<file path="config.mk">
export PLATFORM = sky130hd
export DESIGN_NAME = ctr24_channel
export DESIGN_NICKNAME = d
export VERILOG_FILES = /design/src/rtl/ctr24_pkg.sv /design/src/rtl/ctr24_quad.sv /design/src/rtl/ctr24_core.sv /design/src/rtl/ctr24_channel.sv
export SDC_FILE = /design/constraint.sdc
export NUM_CORES = 1
export LEC_CHECK = 0
export BUFFER_PORTS_ARGS = -buffer_cell sky130_fd_sc_hd__buf_2
export CORE_ASPECT_RATIO = 1.4
export CORE_MARGIN = 2
export CORE_UTILIZATION = 57
export CTS_BUF_LIST = sky130_fd_sc_hd__clkbuf_8
export DETAILED_ROUTE_END_ITERATION = 10
export PLACE_DENSITY = 0.79
export SLEW_MARGIN = 0
export SYNTH_ARGS = -nofsm -noshare
export SYNTH_HDL_FRONTEND = slang
export SYNTH_SLANG_ARGS = --single-unit
</file>
<file path="constraint.sdc">
create_clock -name clk -period 2.1 [get_ports clk]
set_clock_uncertainty 0.05 [all_clocks]
set_input_delay 0.105 -clock clk [delete_from_list [all_inputs] [get_ports clk]]
set_output_delay 0.105 -clock clk [all_outputs]
set_load 0.005 [all_outputs]
</file>
<file path="src/rtl/ctr24_pkg.sv">
package ctr24_pkg;
  typedef struct packed {
    logic       rsvd;
    logic       psel;
    logic       latch_live;
    logic       dir_sw;
    logic       dir_down;
    logic [1:0] clk_src;
    logic [1:0] en_ctl;
    logic [1:0] hw_src;
    logic [2:0] reload;
    logic       out_pol;
    logic       out_src;
  } mode_t;

  localparam logic [1:0] CLK_X1  = 2'd0;
  localparam logic [1:0] CLK_X2  = 2'd1;
  localparam logic [1:0] CLK_INT = 2'd2;
  localparam logic [1:0] CLK_X4  = 2'd3;
  localparam logic [2:0] RL_ALT  = 3'd1;
  localparam logic [2:0] RL_IDX  = 3'd4;
endpackage

</file>
<file path="src/rtl/ctr24_quad.sv">
module ctr24_quad #(
  parameter int SYNC = 2
) (
  input  logic       clk,
  input  logic       rst_n,
  input  logic       enc_a,
  input  logic       enc_b,
  input  logic       enc_idx,
  input  logic [1:0] res,
  output logic       step,
  output logic       up,
  output logic       idx_rise
);
  logic [SYNC-1:0] a_sr, b_sr, i_sr;
  logic a_p, b_p, i_p;
  logic a_s, b_s, i_s;
  logic chg_a, chg_b, legal;

  assign a_s = a_sr[SYNC-1];
  assign b_s = b_sr[SYNC-1];
  assign i_s = i_sr[SYNC-1];

  always_ff @(posedge clk) begin
    if (!rst_n) begin
      a_sr <= '0; b_sr <= '0; i_sr <= '0;
      a_p <= 1'b0; b_p <= 1'b0; i_p <= 1'b0;
    end else begin
      a_sr <= {a_sr[SYNC-2:0], enc_a};
      b_sr <= {b_sr[SYNC-2:0], enc_b};
      i_sr <= {i_sr[SYNC-2:0], enc_idx};
      a_p <= a_s; b_p <= b_s; i_p <= i_s;
    end
  end

  assign chg_a    = a_s ^ a_p;
  assign chg_b    = b_s ^ b_p;
  assign legal    = chg_a ^ chg_b;
  assign up       = a_s ^ b_p;
  assign idx_rise = i_s & ~i_p;

  always_comb begin
    case (res)
      2'd0:    step = legal & chg_a & a_s;
      2'd1:    step = legal & chg_a;
      2'd3:    step = legal;
      default: step = 1'b0;
    endcase
  end


  illegal_ignored_chk: assert property (@(posedge clk) disable iff (!rst_n)
    (chg_a && chg_b) |-> !step);
endmodule

</file>
<file path="src/rtl/ctr24_core.sv">
module ctr24_core
  import ctr24_pkg::*;
#(
  parameter int CW = 24
) (
  input  logic          clk,
  input  logic          rst_n,
  input  mode_t         mode,
  input  logic          q_step,
  input  logic          q_up,
  input  logic          idx_rise,
  input  logic          tick,
  input  logic          hw_gate,
  input  logic          cmd_wr,
  input  logic [15:0]   cmd,
  input  logic [CW-1:0] pr0,
  input  logic [CW-1:0] pr1,
  output logic [CW-1:0] cnt,
  output logic          rcap,
  output logic          en
);
  localparam logic [CW-1:0] ONE = {{(CW-1){1'b0}}, 1'b1};

  logic evt, go_up, hw_en, cmd_clr, cmd_ld, idx_ld, tc;

  always_comb begin
    case (mode.hw_src)
      2'd0:    hw_en = hw_gate;
      2'd1:    hw_en = ~hw_gate;
      2'd2:    hw_en = ~rcap;
      default: hw_en = rcap;
    endcase
    case (mode.en_ctl)
      2'd0:    en = 1'b0;
      2'd1:    en = 1'b1;
      default: en = hw_en;
    endcase
  end

  assign evt     = (mode.clk_src == CLK_INT) ? tick : q_step;
  assign go_up   = mode.dir_sw ? ~mode.dir_down
                 : ((mode.clk_src == CLK_INT) ? 1'b1 : q_up);
  assign cmd_clr = cmd_wr & cmd[15];
  assign cmd_ld  = cmd_wr & cmd[14];
  assign idx_ld  = idx_rise & (mode.reload == RL_IDX);
  assign tc      = en & evt & ~go_up & (cnt == ONE) & ~cmd_clr & ~cmd_ld & ~idx_ld;

  always_ff @(posedge clk) begin
    if (!rst_n) begin
      cnt <= '0;
    end else if (cmd_clr) begin
      cnt <= '0;
    end else if (cmd_ld || idx_ld) begin
      cnt <= pr0;
    end else if (tc) begin
      if (mode.reload == RL_ALT) cnt <= rcap ? pr0 : pr1;
      else                       cnt <= '0;
    end else if (en && evt) begin
      cnt <= go_up ? cnt + ONE : cnt - ONE;
    end
  end

  always_ff @(posedge clk) begin
    if (!rst_n)                    rcap <= 1'b0;
    else if (cmd_wr && cmd[3])     rcap <= 1'b0;
    else if (tc)                   rcap <= (mode.reload == RL_ALT) ? ~rcap : 1'b1;
  end


  cmd_clear_chk: assert property (@(posedge clk) disable iff (!rst_n)
    cmd_clr |=> (cnt == '0));

  cmd_load_chk: assert property (@(posedge clk) disable iff (!rst_n)
    (cmd_wr && !cmd[15] && cmd[14]) |=> (cnt == $past(pr0)));

  hold_when_off_chk: assert property (@(posedge clk) disable iff (!rst_n)
    (!en && !cmd_wr && !idx_ld) |=> $stable(cnt));

  tc_sets_flag_chk: assert property (@(posedge clk) disable iff (!rst_n)
    (tc && mode.reload != RL_ALT && !(cmd_wr && cmd[3])) |=> rcap);
endmodule

</file>
<file path="src/rtl/ctr24_channel.sv">
module ctr24_channel
  import ctr24_pkg::*;
#(
  parameter int CW   = 24,
  parameter int WW   = 16,
  parameter int SYNC = 2
) (
  input  logic          clk,
  input  logic          rst_n,
  input  logic          wr_en,
  input  logic [1:0]    wr_addr,
  input  logic [WW-1:0] wr_data,
  input  logic          rd_en,
  input  logic [1:0]    rd_addr,
  output logic [WW-1:0] rd_data,
  input  logic          enc_a,
  input  logic          enc_b,
  input  logic          enc_idx,
  input  logic          hw_gate,
  input  logic          tick,
  output logic          cout
);
  localparam int HW  = CW - WW;
  localparam int PAD = 2*WW - CW;

  mode_t         mode;
  logic [CW-1:0] pr0, pr1, cnt, hold_q, hi_src;
  logic          rcap, en, q_step, q_up, idx_rise, cmd_wr;

  assign cmd_wr = wr_en && (wr_addr == 2'd3);

  always_ff @(posedge clk) begin
    if (!rst_n) begin
      mode <= '0; pr0 <= '0; pr1 <= '0;
    end else if (wr_en) begin
      case (wr_addr)
        2'd0: if (mode.psel) pr1[WW-1:0] <= wr_data;
              else           pr0[WW-1:0] <= wr_data;
        2'd1: if (mode.psel) pr1[CW-1:WW] <= wr_data[HW-1:0];
              else           pr0[CW-1:WW] <= wr_data[HW-1:0];
        2'd2: mode <= mode_t'(wr_data);
        default: ;
      endcase
    end
  end

  always_ff @(posedge clk) begin
    if (!rst_n)                         hold_q <= '0;
    else if (rd_en && rd_addr == 2'd0)  hold_q <= cnt;
  end

  assign hi_src = mode.latch_live ? cnt : hold_q;

  always_comb begin
    case (rd_addr)
      2'd0:    rd_data = cnt[WW-1:0];
      2'd1:    rd_data = {{PAD{1'b0}}, hi_src[CW-1:WW]};
      2'd2:    rd_data = mode;
      default: rd_data = '0;
    endcase
  end

  assign cout = (mode.out_src ? en : rcap) ^ mode.out_pol;

  ctr24_quad #(.SYNC(SYNC)) u_quad (
    .clk(clk), .rst_n(rst_n), .enc_a(enc_a), .enc_b(enc_b), .enc_idx(enc_idx),
    .res(mode.clk_src), .step(q_step), .up(q_up), .idx_rise(idx_rise)
  );

  ctr24_core #(.CW(CW)) u_core (
    .clk(clk), .rst_n(rst_n), .mode(mode), .q_step(q_step), .q_up(q_up),
    .idx_rise(idx_rise), .tick(tick), .hw_gate(hw_gate), .cmd_wr(cmd_wr),
    .cmd(wr_data), .pr0(pr0), .pr1(pr1), .cnt(cnt), .rcap(rcap), .en(en)
  );


  coherent_high_chk: assert property (@(posedge clk) disable iff (!rst_n)
    ($past(rd_en && rd_addr == 2'd0) && rd_en && rd_addr == 2'd1 && !mode.latch_live)
      |-> (rd_data[HW-1:0] == $past(cnt[CW-1:WW])));
endmodule

</file>
# Yosys cells after proc, flatten, opt, wreduce, memory -nomap -nowiden

Index checks and enable logic that the tools add are counted.

Add/sub/neg operators: 2
Equal/unequal tests: 14
Multiplexer cells: 16
Bitwise operators: 27
Reduce and logical (&&, ||, !) cells: 18

Operator list:

| operator                                                               | count |
|---|---|
| 24-bit 2-to-1 mux                                                      | 7 |
| 16-bit case mux with 3 select lines                                    | 1 |
| 24-bit by 1-bit adder with 24-bit output, second input constant        | 1 |
| 24-bit by 1-bit equality test with 1-bit output, second input constant | 1 |
| 24-bit by 1-bit subtractor with 24-bit output, second input constant   | 1 |
| 1-bit AND                                                              | 12 |
| 2-bit equality test, second input constant                             | 6 |
| 3-bit AND reduction                                                    | 4 |
| 2-bit by 1-bit equality test with 1-bit output, second input constant  | 5 |
| 2-bit logical NOT                                                      | 5 |
| 1-bit NOT                                                              | 10 |
| 1-bit case mux with 3 select lines                                     | 2 |
| 1-bit 2-to-1 mux                                                       | 5 |
| 1-bit bitwise XOR                                                      | 5 |
| 1-bit logical AND                                                      | 4 |
| 2-bit OR reduction                                                     | 2 |
| 3-bit by 1-bit equality test with 1-bit output, second input constant  | 1 |
| 3-bit equality test, second input constant                             | 1 |
| 3-bit nonzero test                                                     | 1 |
| 1-bit case mux with 2 select lines                                     | 1 |
| 2-bit AND reduction                                                    | 1 |
| 1-bit logical OR                                                       | 1 |

Bits in registers: 122
Word-level logic and storage cells: 101

# Logic depth before layout (Yosys ltp)

Depth in word-level cells: 14
Mapped depth: 10
Mapped depth without buffers: 8

# Modules after synthesis

A second synthesis with hierarchy kept.

Cell total of the unflattened synthesis: 697
Area, all modules: 5926.9 sq um

By module, submodules not included:

| module        | times used | cells an instance | area each (sq um) |
|---|---|---|---|
| ctr24_channel | 1          | 316               | 3094.2 |
| ctr24_core    | 1          | 354               | 2522.4 |
| ctr24_quad    | 1          | 27                | 310.3 |

# Worst setup path before layout

OpenSTA, ideal clock, no wires.

Path kind: reg-to-reg
From: register u_core.cnt[3]
To: register u_core.cnt[6]
Setup time: 0.123 ns
Data arrival time: 2.017 ns
Data required time: 1.927 ns
Path slack: -0.089 ns
Stages on the path, launching flop included: 9
Buffers on the path: 3
Period minus slack after synthesis: 2.189 ns
Cell sequence: dfxtp_1 buf_6 nor4_4 nand4_4 or4_1 buf_4 buf_6 a211oi_1 nor3_2

Longest elaborated chain between the ends: 7

RTL lines:

| what                                                                                  | line             | text |
|---|---|---|
| from (decl)                                                                           | ctr24_core.sv:18 | `output logic [CW-1:0] cnt,` |
| from (signal assigned)                                                                | ctr24_core.sv:54 | `cnt <= pr0;` |
| from (signal assigned)                                                                | ctr24_core.sv:56 | `if (mode.reload == RL_ALT) cnt <= rcap ? pr0 : pr1;` |
| from (signal assigned)                                                                | ctr24_core.sv:59 | `cnt <= go_up ? cnt + ONE : cnt - ONE;` |
| branches (longest 7 deep; another with 24-bit by 1-bit subtractor with 24-bit output) | n/a              |  |

Several ways; the timed one is not identified. The select of a mux whose other input is x is not followed.
A chain may end at the register's enable or synchronous reset.

# Final worst setup path

From: register u_core.cnt[2]
To: register u_core.cnt[5]

Same word-level chain as after synthesis.

==> results.json <==
{
  "io_buffers": 45,
  "path_max_fanout": 9,
  "setup_tns_ns": -1.63,
  "rows": 45,
  "finalWeightedCongestion": 1.03,
  "layout.nets": 919,
  "drt-initial-drc-count": 667,
  "finalWorstSetupSlack_ns": -0.104,
  "maxSlewViolCount": 0,
  "total_power_mw": 4.36,
  "clock_latency_ns": 0.39,
  "multi_input_area_mm2": 0.00401,
  "root_buffer": "clkbuf_8",
  "most-common-layout-cells": "nand2_1, buf_4, dfxtp_1",
  "post-place-ws_ns": -0.181,
  "synth_xor_xnor_area_share": 0.0113,
  "ir_drop_mv": 0.539,
  "hold_class": "primary input to flip-flop",
  "setup_violations": 25,
  "synth_edf_count": 0,
  "cp-end-kind": "flip-flop",
  "hold_path_depth": 2,
  "grt_max_degree": 67,
  "synth_mux_area_frac": 0.108,
  "hold_viol_final": 0,
  "cts_made_buffers": 9,
  "synthArstFlopShare": 0,
  "p_per_area_mw_per_mm2": 556,
  "cap_viol_max_count": 0,
  "r2r_cells": 8,
  "cts_sinks": 106,
  "gr-total-overflow": 0,
  "arrival_ns": 2.46,
  "synth_cell_types": 65,
  "rsz0062_at_grt": "true",
  "diodes": 0,
  "synth_top_family_by_area": "simple AND/OR/NAND/NOR gates",
  "ys_seq_elements": 106,
  "grt_pass1_vias": 5941,
  "clk_path_buf_depth": 2,
  "fin_cells": 1032,
  "slew_headroom": 0.555,
  "layout.core_utilization": 0.733,
  "ios": 46,
  "place_area_mm2": 0.00713,
  "p_leak_nw": 3.05,
  "wl_per_cell_um": 19.9,
  "drive_gt1_frac": 0.279,
  "status": "finished, violations left",
  "start_util": 0.579,
  "place_hpwl_um": 15300,
  "worstMarginPinSlew_ns": 0.667,
  "syn_to_final_growth_pct": 26.7,
  "synthFlopType": "dfxtp_1",
  "synth_compound_area_frac": 0.209,
  "h-tree-depth": 3,
  "grt_pass1_wl_um": 31600,
  "regArea_mm2": 0.00214,
  "drt_pre_antenna_iters": 7,
  "finalInstanceArea_mm2": 0.00784,
  "die_y_um": 127,
  "viasPerCell": 6.17,
  "synth_fa_ha_area_frac": 0.00808,
  "place_inst": 990,
  "drtAntennaViolNets": 0,
  "grt_use_total": 0.346,
  "nFillCells": 846,
  "violations": "setup timing",
  "coreArea_mm2": 0.0107,
  "synth-simple-area-share": 0.270,
  "grt_antenna_before_repair": 0,
  "hold_slack_ns": 0.0777,
  "drc_errors": 0,
  "avgSynthCellArea_um2": 8.09,
  "final_common_cell": "nand2_1",
  "path_class": "flip-flop to flip-flop",
  "reg2reg_setup_slack_ns": -0.10,
  "synth_warnings": 0,
  "syn_nets": 798,
  "path_clk_slew_ns": 0.10,
  "timing.fmax_mhz": 454,
  "ys_seq_area_frac": 0.343,
  "die-area_mm2": 0.0117,
  "vias": 6365,
  "cts_tree": "built",
  "min_period_ns": 2.20,
  "die_x_um": 92.1,
  "layout_worst_path_cycle_share": 1.05,
  "crit_required_ns": 2.35,
  "wl_um": 20500,
  "start_kind": "flip-flop",
  "postSynthCellCount": 765,
  "syn_area_mm2": 0.00619
}
==> state kept, by name (all words and copies together), names as in the netlist <==
| name | flops |
|---|---|
| u_quad.a_p | 1 |
| u_quad.a_sr | 2 |
| u_quad.b_p | 1 |
| pr1 | 24 |
| hold_q | 8 |
| mode | 16 |
| u_quad.i_p | 1 |
| u_quad.i_sr | 2 |
| u_core.rcap | 1 |
| u_quad.b_sr | 2 |
| u_core.cnt | 24 |
| pr0 | 24 |
==> power breakdown <==
part	internal [mW]	switching (mW)	total, mW
registers	2.06	0.0517	2.11
clock network	0.597	0.759	1.36
logic	0.417	0.475	0.892
==> path summary, 6_finish.rpt <==
check | from | end
setup / recovery | u_core.cnt[2]$_SDFFE_PP0P_ | u_core.cnt[5]$_SDFFE_PP0P_
hold / removal | rst_n | mode[4]$_SDFFE_PN0P_
setup reg to reg | u_core.cnt[2]$_SDFFE_PP0P_ | u_core.cnt[5]$_SDFFE_PP0P_
hold reg to reg | u_quad.b_sr[0]$_SDFF_PN0_ | u_quad.b_sr[1]$_SDFF_PN0_
==> metal layers <==
layer,share of wire,GRT usage,vias to the layer above
li1,-,-,2995
met1,0.41,0.439,3007
met2,0.48,0.590,298
met3,0.064,0.0395,65
met4,0.046,0.158,0
met5,0,0,-
==> cell families after synthesis <==
logic type / count (synthesis)
and+or+nand+nor: 327
AOI/OAI and AO/OA: 183
DFF: 106
buffers and inverters: 72
muxes: 65
xor gates and xnor gates: 8
adders and majority gates: 4
==> what timing repair did <==
| action | in CTS | in global routing |
|---|---|---|
| setup endpoints to repair | 25 | 26 |
| pin swaps | 11 | 23 |
| hold endpoints to repair | 59 | 0 |
| buffers inserted | 2 | 4 |
| hold buffers | 18 | 0 |
| gates resized for setup | 28 | 37 |
| cloned | 2 | 0 |
==> critical path, stage by stage, from the launching register on <==
cell and delay [ns]:
dfxtp_2 0.39, buf_4 0.19, nand4_1 0.23, a311oi_1 0.28, buf_4 0.20, a32oi_1 0.10
a2111oi_1 0.44, a41oi_1 0.08, o211ai_1 0.17
==> final cells by class <==
type,instances,share of cell area
timing repair buffer,172,0.163
clock buffer,10,0.0175
inverter,9,0.00431
clock inverter,6,0.00909
multi-input combinational,588,0.511
sequential,106,0.273
tap,141,0.0225
==> Yosys cell counts (4+ instances only) <==
master,number,area share
buf_6,4,0.0073
nor2b_1,14,0.014
dfxtp_1,106,0.34
inv_1,9,0.0055
buf_2,5,0.0040
a32oi_1,7,0.0099
or3_1,13,0.013
nand4_1,11,0.011
or4_1,5,0.0061
nor4_1,10,0.010
xnor2_1,6,0.0085
mux2_2,15,0.027
a21oi_1,30,0.024
nand3_1,18,0.015
mux2i_1,50,0.081
a21boi_0,64,0.078
nor3_2,4,0.0065
and3_1,5,0.0051
nor3_1,24,0.019
ha_1,4,0.0081
and2_1,15,0.015
nand2_1,148,0.090
clkbuf_1,49,0.030
a31oi_1,10,0.010
nor2_1,32,0.019
nand2b_1,4,0.0040
o211ai_1,12,0.015
o21ai_0,16,0.013
o22ai_1,9,0.0091
Note: power is estimated with default switching activity, not from simulation.
